## src/rtl/dbus_pkg.sv

```systemverilog
package dbus_pkg;
  localparam int LEN_W   = 18;
  localparam int PICK_FW = 5;
  localparam int PHASE_W = 7;

  localparam logic [2:0] ADDR_ID   = 3'd0;
  localparam logic [2:0] ADDR_CFG  = 3'd1;
  localparam logic [2:0] ADDR_CTL  = 3'd2;
  localparam logic [2:0] ADDR_PICK = 3'd3;
  localparam logic [2:0] ADDR_FIFO = 3'd4;
  localparam logic [2:0] ADDR_DIV  = 3'd5;

  localparam logic [31:0] PROBE_A = 32'h5555_5555;
  localparam logic [31:0] PROBE_B = 32'hAAAA_AAAA;

  // configuration seen by the sequencer
  typedef struct packed {
    logic [3:0]         actTicksM1;
    logic [5:0]         recTicksM1;
    logic [2:0]         divSel;
    logic [LEN_W-1:0]   lastCycle;
    logic [PICK_FW-1:0] pickCountM1;
    logic               readMode;
    logic               go;
  } seqCfg_t;

  // strobes from sequencer to datapath
  typedef struct packed {
    logic               popTx;
    logic               pushRx;
    logic               capture;
    logic               clearAsm;
    logic [PICK_FW-1:0] pickIdx;
    logic               active;
  } seqStrb_t;
endpackage

```

## src/rtl/dbus_fifo.sv

```systemverilog
module dbus_fifo #(
  parameter int WIDTH = 32,
  parameter int DEPTH = 4
) (
  input  logic             clk,
  input  logic             rstN,
  input  logic             flush,
  input  logic             push,
  input  logic [WIDTH-1:0] pushData,
  input  logic             pop,
  output logic [WIDTH-1:0] headData,
  output logic             empty,
  output logic             full
);
  localparam int AW = (DEPTH > 1) ? $clog2(DEPTH) : 1;

  logic [WIDTH-1:0] mem [DEPTH];
  logic [AW-1:0]    wrPtr, rdPtr;
  logic [AW:0]      fill;
  logic             doPush, doPop;

  assign empty    = (fill == '0);
  assign full     = (fill == (AW+1)'(DEPTH));
  assign doPush   = push & ~full & ~flush;
  assign doPop    = pop & ~empty & ~flush;
  assign headData = mem[rdPtr];

  always_ff @(posedge clk or negedge rstN) begin
    if (!rstN) begin
      wrPtr <= '0;
      rdPtr <= '0;
      fill  <= '0;
    end else if (flush) begin
      wrPtr <= '0;
      rdPtr <= '0;
      fill  <= '0;
    end else begin
      if (doPush) wrPtr <= (wrPtr == AW'(DEPTH-1)) ? '0 : wrPtr + 1'b1;
      if (doPop)  rdPtr <= (rdPtr == AW'(DEPTH-1)) ? '0 : rdPtr + 1'b1;
      fill <= fill + {{AW{1'b0}}, doPush} - {{AW{1'b0}}, doPop};
    end
  end

  always_ff @(posedge clk) begin
    if (doPush) mem[wrPtr] <= pushData;
  end
endmodule

```

## src/rtl/dbus_datapath.sv

```systemverilog
module dbus_datapath
  import dbus_pkg::*;
#(
  parameter int          BUS_W     = 16,
  parameter int          TX_DEPTH  = 4,
  parameter int          RX_DEPTH  = 4,
  parameter logic [31:0] COMP_CODE = 32'h0000_0D1B,
  parameter int          VER_MAJOR = 1,
  parameter int          VER_MINOR = 0
) (
  input  logic             clk,
  input  logic             rstN,
  input  logic             regWrEn,
  input  logic             regRdEn,
  input  logic [2:0]       regAddr,
  input  logic [31:0]      regWdata,
  output logic [31:0]      regRdata,
  input  logic [BUS_W-1:0] busDin,
  output logic [BUS_W-1:0] busDout,
  output logic             busDoutEn,
  output logic             busCmdData,
  output logic             dmaReq,
  input  seqStrb_t         strb,
  output seqCfg_t          cfg,
  output logic             txEmpty,
  output logic             rxFull
);
  localparam logic [31:0] VERSION = {16'(VER_MAJOR), 16'(VER_MINOR)};

  logic [31:0]        cfgReg;
  logic               ctlEnable, ctlSoftRst, ctlReadMode, ctlWeN;
  logic [PICK_FW-1:0] pickWidthM1, pickCountM1;
  logic [2:0]         divReg;
  logic [1:0]         idSeq;
  logic [31:0]        asmWord;

  logic        wrHit, rdHit;
  logic        txFull, rxEmpty;
  logic [31:0] txHead, rxHead;
  logic [31:0] idWord;
  logic [5:0]  pickWidth;
  logic [9:0]  shAmt;
  logic [31:0] widthMask;
  logic [31:0] inData;

  assign wrHit = regWrEn;
  assign rdHit = regRdEn;

  // host registers
  always_ff @(posedge clk or negedge rstN) begin
    if (!rstN) begin
      cfgReg      <= 32'h4000_0000;
      ctlEnable   <= 1'b0;
      ctlSoftRst  <= 1'b0;
      ctlReadMode <= 1'b0;
      ctlWeN      <= 1'b1;
      pickWidthM1 <= 5'd7;
      pickCountM1 <= 5'd3;
      divReg      <= 3'd0;
    end else if (wrHit) begin
      case (regAddr)
        ADDR_CFG:  cfgReg <= regWdata;
        ADDR_CTL: begin
          ctlEnable   <= regWdata[0];
          ctlSoftRst  <= regWdata[1];
          ctlReadMode <= regWdata[2];
          ctlWeN      <= regWdata[4];
        end
        ADDR_PICK: begin
          pickWidthM1 <= regWdata[4:0];
          pickCountM1 <= regWdata[9:5];
        end
        ADDR_DIV:  divReg <= regWdata[2:0];
        default: ;
      endcase
    end
  end

  // identity probe sequence
  always_ff @(posedge clk or negedge rstN) begin
    if (!rstN) idSeq <= 2'd0;
    else if (wrHit && regAddr == ADDR_ID) idSeq <= 2'd0;
    else if (rdHit && regAddr == ADDR_ID && idSeq != 2'd3) idSeq <= idSeq + 2'd1;
  end

  always_comb begin
    case (idSeq)
      2'd0:    idWord = PROBE_A;
      2'd1:    idWord = PROBE_B;
      2'd2:    idWord = COMP_CODE;
      default: idWord = VERSION;
    endcase
  end

  // FIFOs
  dbus_fifo #(.WIDTH(32), .DEPTH(TX_DEPTH)) txFifo (
    .clk(clk), .rstN(rstN), .flush(ctlSoftRst),
    .push(wrHit && regAddr == ADDR_FIFO), .pushData(regWdata),
    .pop(strb.popTx), .headData(txHead), .empty(txEmpty), .full(txFull)
  );

  dbus_fifo #(.WIDTH(32), .DEPTH(RX_DEPTH)) rxFifo (
    .clk(clk), .rstN(rstN), .flush(ctlSoftRst),
    .push(strb.pushRx), .pushData(asmWord),
    .pop(rdHit && regAddr == ADDR_FIFO), .headData(rxHead), .empty(rxEmpty), .full(rxFull)
  );

  // pick selection
  assign pickWidth = {1'b0, pickWidthM1} + 6'd1;
  assign shAmt     = 10'(strb.pickIdx) * 10'(pickWidth);
  assign widthMask = (pickWidth >= 6'd32) ? 32'hFFFF_FFFF : ((32'd1 << pickWidth) - 32'd1);
  assign busDout   = BUS_W'((txHead >> shAmt) & widthMask);
  assign inData    = 32'(busDin) & widthMask;

  // read word assembly
  always_ff @(posedge clk or negedge rstN) begin
    if (!rstN) asmWord <= '0;
    else if (strb.clearAsm || strb.pushRx) asmWord <= '0;
    else if (strb.capture) asmWord <= asmWord | (inData << shAmt);
  end

  // read mux
  always_comb begin
    case (regAddr)
      ADDR_ID:   regRdata = idWord;
      ADDR_CFG:  regRdata = cfgReg;
      ADDR_CTL:  regRdata = {27'd0, ctlWeN, ~strb.active, ctlReadMode, ctlSoftRst, ctlEnable};
      ADDR_PICK: regRdata = {22'd0, pickCountM1, pickWidthM1};
      ADDR_FIFO: regRdata = rxEmpty ? 32'd0 : rxHead;
      ADDR_DIV:  regRdata = {29'd0, divReg};
      default:   regRdata = 32'd0;
    endcase
  end

  assign busCmdData = cfgReg[18];
  assign busDoutEn  = strb.active & ~ctlReadMode;
  assign dmaReq     = ctlEnable & cfgReg[19] & ~txFull;

  always_comb begin
    cfg.actTicksM1  = cfgReg[23:20];
    cfg.recTicksM1  = cfgReg[29:24];
    cfg.divSel      = divReg;
    cfg.lastCycle   = cfgReg[LEN_W-1:0];
    cfg.pickCountM1 = pickCountM1;
    cfg.readMode    = ctlReadMode;
    cfg.go          = ctlEnable & ~ctlSoftRst & ~cfgReg[30] & ~ctlWeN;
  end
endmodule

```

## src/rtl/dbus_ctrl.sv

```systemverilog
module dbus_ctrl
  import dbus_pkg::*;
(
  input  logic     clk,
  input  logic     rstN,
  input  seqCfg_t  cfg,
  input  logic     txEmpty,
  input  logic     rxFull,
  output seqStrb_t strb,
  output logic     busCsN,
  output logic     busWrN,
  output logic     busRdN
);
  localparam logic [PHASE_W-1:0] MIN_REC = PHASE_W'(3);

  logic               active, goPrev;
  logic [2:0]         divCnt;
  logic [PHASE_W-1:0] phase;
  logic [LEN_W-1:0]   cycCnt;
  logic [PICK_FW-1:0] pickIdx;

  logic [PHASE_W-1:0] actLen, recRaw, recLen, lastPhase;
  logic tick, startEv, stall, endCycle, lastPick, lastCyc, strobeLow;

  assign actLen    = PHASE_W'(cfg.actTicksM1) + 1'b1;
  assign recRaw    = PHASE_W'(cfg.recTicksM1) + 1'b1;
  assign recLen    = (recRaw < MIN_REC) ? MIN_REC : recRaw;
  assign lastPhase = actLen + recLen - 1'b1;

  assign tick     = active & (divCnt == cfg.divSel);
  assign startEv  = cfg.go & ~goPrev & ~active;
  assign stall    = (phase == '0) & (cfg.readMode ? rxFull : txEmpty);
  assign endCycle = tick & (phase == lastPhase);
  assign lastPick = (pickIdx == cfg.pickCountM1);
  assign lastCyc  = (cycCnt == cfg.lastCycle);

  always_ff @(posedge clk or negedge rstN) begin
    if (!rstN) begin
      active  <= 1'b0;
      goPrev  <= 1'b0;
      divCnt  <= '0;
      phase   <= '0;
      cycCnt  <= '0;
      pickIdx <= '0;
    end else begin
      goPrev <= cfg.go;
      if (!cfg.go) begin
        active <= 1'b0;
      end else if (startEv) begin
        active  <= 1'b1;
        divCnt  <= '0;
        phase   <= '0;
        cycCnt  <= '0;
        pickIdx <= '0;
      end else if (active) begin
        divCnt <= tick ? '0 : divCnt + 3'd1;
        if (tick && !stall) begin
          if (endCycle) begin
            phase   <= '0;
            cycCnt  <= cycCnt + 1'b1;
            pickIdx <= lastPick ? '0 : pickIdx + 1'b1;
            if (lastCyc) active <= 1'b0;
          end else begin
            phase <= phase + 1'b1;
          end
        end
      end
    end
  end

  assign strobeLow = active & (phase != '0) & (phase <= actLen);

  always_comb begin
    strb.popTx    = endCycle & cfg.go & ~cfg.readMode & lastPick;
    strb.pushRx   = endCycle & cfg.go & cfg.readMode & (lastPick | lastCyc);
    strb.capture  = tick & cfg.go & cfg.readMode & (phase == actLen);
    strb.clearAsm = startEv;
    strb.pickIdx  = pickIdx;
    strb.active   = active;
  end

  assign busCsN = ~active;
  assign busWrN = ~(strobeLow & ~cfg.readMode);
  assign busRdN = ~(strobeLow & cfg.readMode);
endmodule

```

## src/rtl/dbus_engine.sv

```systemverilog
module dbus_engine
  import dbus_pkg::*;
#(
  parameter int          BUS_W     = 16,
  parameter int          TX_DEPTH  = 4,
  parameter int          RX_DEPTH  = 4,
  parameter logic [31:0] COMP_CODE = 32'h0000_0D1B,
  parameter int          VER_MAJOR = 1,
  parameter int          VER_MINOR = 0
) (
  input  logic             clk,
  input  logic             rstN,
  input  logic             regWrEn,
  input  logic             regRdEn,
  input  logic [2:0]       regAddr,
  input  logic [31:0]      regWdata,
  output logic [31:0]      regRdata,
  input  logic [BUS_W-1:0] busDin,
  output logic [BUS_W-1:0] busDout,
  output logic             busDoutEn,
  output logic             busCmdData,
  output logic             busCsN,
  output logic             busWrN,
  output logic             busRdN,
  output logic             dmaReq
);
  seqCfg_t  cfg;
  seqStrb_t strb;
  logic     txEmpty, rxFull;

  dbus_datapath #(
    .BUS_W(BUS_W), .TX_DEPTH(TX_DEPTH), .RX_DEPTH(RX_DEPTH),
    .COMP_CODE(COMP_CODE), .VER_MAJOR(VER_MAJOR), .VER_MINOR(VER_MINOR)
  ) u_dp (
    .clk(clk), .rstN(rstN), .regWrEn(regWrEn), .regRdEn(regRdEn),
    .regAddr(regAddr), .regWdata(regWdata), .regRdata(regRdata),
    .busDin(busDin), .busDout(busDout), .busDoutEn(busDoutEn),
    .busCmdData(busCmdData), .dmaReq(dmaReq), .strb(strb), .cfg(cfg),
    .txEmpty(txEmpty), .rxFull(rxFull)
  );

  dbus_ctrl u_ctrl (
    .clk(clk), .rstN(rstN), .cfg(cfg), .txEmpty(txEmpty), .rxFull(rxFull),
    .strb(strb), .busCsN(busCsN), .busWrN(busWrN), .busRdN(busRdN)
  );
endmodule

```

## config.mk

```make
export PLATFORM = sky130hd
export DESIGN_NAME = dbus_engine
export DESIGN_NICKNAME = d
export VERILOG_FILES = /design/src/rtl/dbus_pkg.sv /design/src/rtl/dbus_fifo.sv /design/src/rtl/dbus_datapath.sv /design/src/rtl/dbus_ctrl.sv /design/src/rtl/dbus_engine.sv
export SDC_FILE = /design/constraint.sdc
export NUM_CORES = 1
export LEC_CHECK = 0
export BUFFER_PORTS_ARGS = -buffer_cell sky130_fd_sc_hd__buf_2
export CORE_AREA = 5 5 204 206
export CTS_CLUSTER_SIZE = 20
export DETAILED_ROUTE_END_ITERATION = 7
export DIE_AREA = 0 0 209 211
export GPL_TIMING_DRIVEN = 0
export PLACE_DENSITY = 0.73
export SETUP_SLACK_MARGIN = 0.3
export SYNTH_ARGS = -nofsm -noshare
export SYNTH_HDL_FRONTEND = slang
export SYNTH_SLANG_ARGS = --single-unit
```

## constraint.sdc

```tcl
create_clock -name clk -period 7.2 [get_ports clk]
set_clock_uncertainty 0.15 [all_clocks]
set_input_delay 1.44 -clock clk [delete_from_list [all_inputs] [get_ports clk]]
set_output_delay 1.44 -clock clk [all_outputs]
set_load 0.03 [all_outputs]
```

==> impl_results.md <==
- Row count: 73
- Failing checks: negative setup slack
- Maximum clock insertion buffer count: 3
- Ant diodes: 0
- MaxCap Viol Count: 0
- Cell Chain, Critical Path: buf_6 -> and4b_1 -> buf_6 -> or2_4 -> nand2_1 -> fa_1 -> inv_2 -> fa_1 -> inv_1 -> fa_1 -> inv_2 -> ha_4 -> or2_4 -> o31a_1 -> a211oi_2 -> o32a_4 -> or3_4 -> buf_12 -> a211oi_4 -> mux2i_1 -> mux4_2 -> nor3_4 -> buf_6
- Gr usage total: 0.3216
- Final hold viol count: 0
- PnR worst setup slack: -0.7570 ns
- Die area: 44100 µm²
- Vias: 16990
- Vias per cell: 6.550
- Reg area: 11000 µm²
- Die Y: 211 µm
- DRC errors left: 0
- Async S/R FF share, synth: 0.3402
- Placed insts: 2479
- Synth Net Count: 1977
- Hold WS: 0.4105 ns
- Most frequent cells in the layout: edfxtp_1, nand2_1, nor2_1, dfrtp_1, buf_2
- Synth area leaders: edfxtp_1, dfrtp_1, mux4_2
- Yosys top cell by area: edfxtp_1
- Initial antenna violation count: 1
- Final Core Density: 0.6369
- CTS tree: yes
- Placer Congestion: 1.009
- Number of synthesis warnings: 0
- Worst path max stage delay: 0.62 ns
- Core Region: 39460 µm²
- Layout cell share with drive strength beyond 1: 0.2340
- Initial core utilization: 0.5421
- Finished Layout Cells: 2593
- Iteration-0 DRC count of the detailed router: 2201
- Register area share after synthesis: 0.5142
- Most common cell after layout, fill and taps aside: edfxtp_1
- Clock sink count: 388
- Mean Syn Cell Area: 11.62 µm²
- WL/cell: 27.90 µm
- Final Max Slew Viols: 0
- Nature of the critical path endpoint: output pin
- IO Port Bufs: 108
- Crit path DAT: 6.37 ns
- Reg-to-reg setup timing slack: 0.64 ns
- Post-Route WL: 72350 µm
- RSZ-0062 raised after global routing: true
- Slowest stage cell, crit path: dfstp_2
- Status: finished with violations
- Root buf cell: clkbuf_16
- Overflow after GRT: 0
- Most common flop cell mapped by yosys: edfxtp_1
- Num CTS Buffers: 38
- FMAX: 125.7 MHz
- Tmin final: 7.957 ns
- Total power: 8102 µW
- VDD IR max: 0.2452 mV
- Worst Reg-to-Reg Cells: 19
- CP Class: reg2out
- Largest net degree at the start of global routing: 74
- Leak: 0.009787 µW
- Nets@finish: 2174
- Htree depth: 2
- Relative slew slack: 0.2449
- Critical path data required time: 5.61 ns
- Clk pin slew, worst setup/hold paths: 0.06 ns
- HP Class: reg2reg
- # setup viols final: 16
- Post-Syn Area: 21390 µm²
- Post-DRT Antenna Nets: 0
- Hpwl dp: 53880 µm
- Die X: 209 µm
- Worst-Skew Late Latency: 0.54 ns
- Seq cells post-synth: 388
- Area of the multi-input gates: 10310 µm²
- Power Density: 322.4 nW/µm²
- Final Cycle Share: 1.105
- Min-Delay Path Depth: 1
- I/O Pins: 109
- Fillers: 3083
- Number of global-route vias before repair: 16820
- First-pass GRT wire length: 107100 µm
- Yosys cell types: 90
- Peak fanout along the critical path: 6
- Least-Margin Pin Slew: 1.118 ns
- Placed Area: 22970 µm²
- Layout Area Growth over Synthesis: 17.48%
- EDFF count, synth: 256
- Mapped Cells: 1841
- Yosys top cell area share: 0.3594
- Crit path launch type: flop
- Fin area: 25130 µm²
- Drt first pass iters: 6
## critical path, delay by kind of cell, from the launching register on
| kind | cells | cell delay [ns] |
|---|---|---|
| compound gates | 4 | 0.76 |
| simple gates | 6 | 1.17 |
| flops | 1 | 0.62 |
| fa+ha+maj | 4 | 1.84 |
| mux | 2 | 0.71 |
| buf+inv | 7 | 0.71 |
## synth_stat cells (14+ instances only)
master / count
edfxtp_1: 256
ha_1: 67
mux4_2: 67
nand2_1: 177
xnor2_1: 36
o21ai_0: 72
a211oi_1: 22
xor2_1: 30
a31oi_1: 28
fa_1: 14
nor2b_1: 23
dfrtp_1: 125
nor4_1: 16
nand4_1: 17
a21oi_1: 75
mux2i_1: 37
nor2_1: 140
and3_1: 27
and2_1: 24
nor3_1: 47
mux2_2: 55
buf_2: 15
clkbuf_1: 90
nand3_1: 43
inv_1: 68
a221o_1: 21
## metal layers
metal / global-route usage / up-vias / routed length (µm)
met5: 0 / - / 0
met4: 0.1274 / 0 / 3525
met3: 0.05020 / 187 / 6004
met2: 0.5315 / 973 / 34400
met1: 0.4329 / 8482 / 28420
li1: - / 7343 / -
## cell families (layout without fill, tap and decap cells)
family                     after synthesis  after routing  synth area share
and+or+nand+nor                        583            583            0.1319
DFF                                    388            388            0.5142
AOI/OAI and AO/OA                      378            378            0.1237
buffers and inverters                  186            413           0.03404
muxes                                  159            159            0.1168
adders and majority gates               81             81           0.05230
xor gates and xnor gates                66             66           0.02703
## worst paths after layout
check	to	from
max in group asynchronous	u_dp.pickWidthM1[1]$_DFFE_PN1P_	rstN
hold / removal	u_dp.rxFifo.wrPtr[0]$_DFFE_PN0P_	u_dp.rxFifo.wrPtr[0]$_DFFE_PN0P_
setup / recovery	busDout[4]	u_dp.pickWidthM1[1]$_DFFE_PN1P_
hold reg to reg	u_dp.rxFifo.wrPtr[0]$_DFFE_PN0P_	u_dp.rxFifo.wrPtr[0]$_DFFE_PN0P_
min in group asynchronous	u_dp.rxFifo.wrPtr[1]$_DFFE_PN0P_	rstN
setup reg to reg	u_dp.asmWord[29]$_DFFE_PN0P_	u_dp.pickWidthM1[1]$_DFFE_PN1P_
## area by class of cell
cell class | instances | area share
Multi-Input combinational cell | 1267 | 0.4104
Sequential cell | 388 | 0.4378
Clock inverter | 16 | 0.004531
Timing Repair Buffer | 157 | 0.04153
Clock buffer | 54 | 0.04471
Inverter | 70 | 0.01071
Tap cell | 525 | 0.02614
Buffer | 116 | 0.02425
## metrics by stage
step           setup TNS (ns)  setup slack [ns]
3_5_place_dp           -9.779           -0.8564
5_1_grt                -12.37           -0.9098
2_1_floorplan               0            0.1546
6_report               -9.423           -0.7570
4_1_cts                -8.495           -0.7068
3_3_place_gp           -10.14           -0.8814
## report_power, final
group	total (µW)	switching (µW)	internal [µW]
clock	1980	850	1130
combinational	3370	2190	1180
sequential	2750	206	2540
## sequential cells by signal (all words and copies together) (netlist names), 2 cells and up
signal and count:
u_dp.txFifo.fill 3, u_dp.divReg 3, u_ctrl.pickIdx 5, u_dp.txFifo.wrPtr 2, u_dp.rxFifo.mem 128, u_ctrl.phase 7, u_dp.asmWord 32, u_dp.rxFifo.fill 3
u_dp.rxFifo.rdPtr 2, u_dp.pickWidthM1 5, u_ctrl.divCnt 3, u_dp.idSeq 2, u_dp.rxFifo.wrPtr 2, u_dp.txFifo.rdPtr 2, u_dp.cfgReg 32, u_dp.txFifo.mem 128
u_dp.pickCountM1 5, u_ctrl.cycCnt 18
## timing repair
action / 4_1_cts / 5_1_grt
gates cloned: 1 / 0
buffers inserted: 32 / 11
pin swaps: 35 / 14
hold endpoints to repair: 0 / 0
endpoints found under the setup margin: 16 / 16
hold buffers: 0 / 0
gates resized for setup: 107 / 21
No activity file was read; power rests on OpenSTA's default activity.
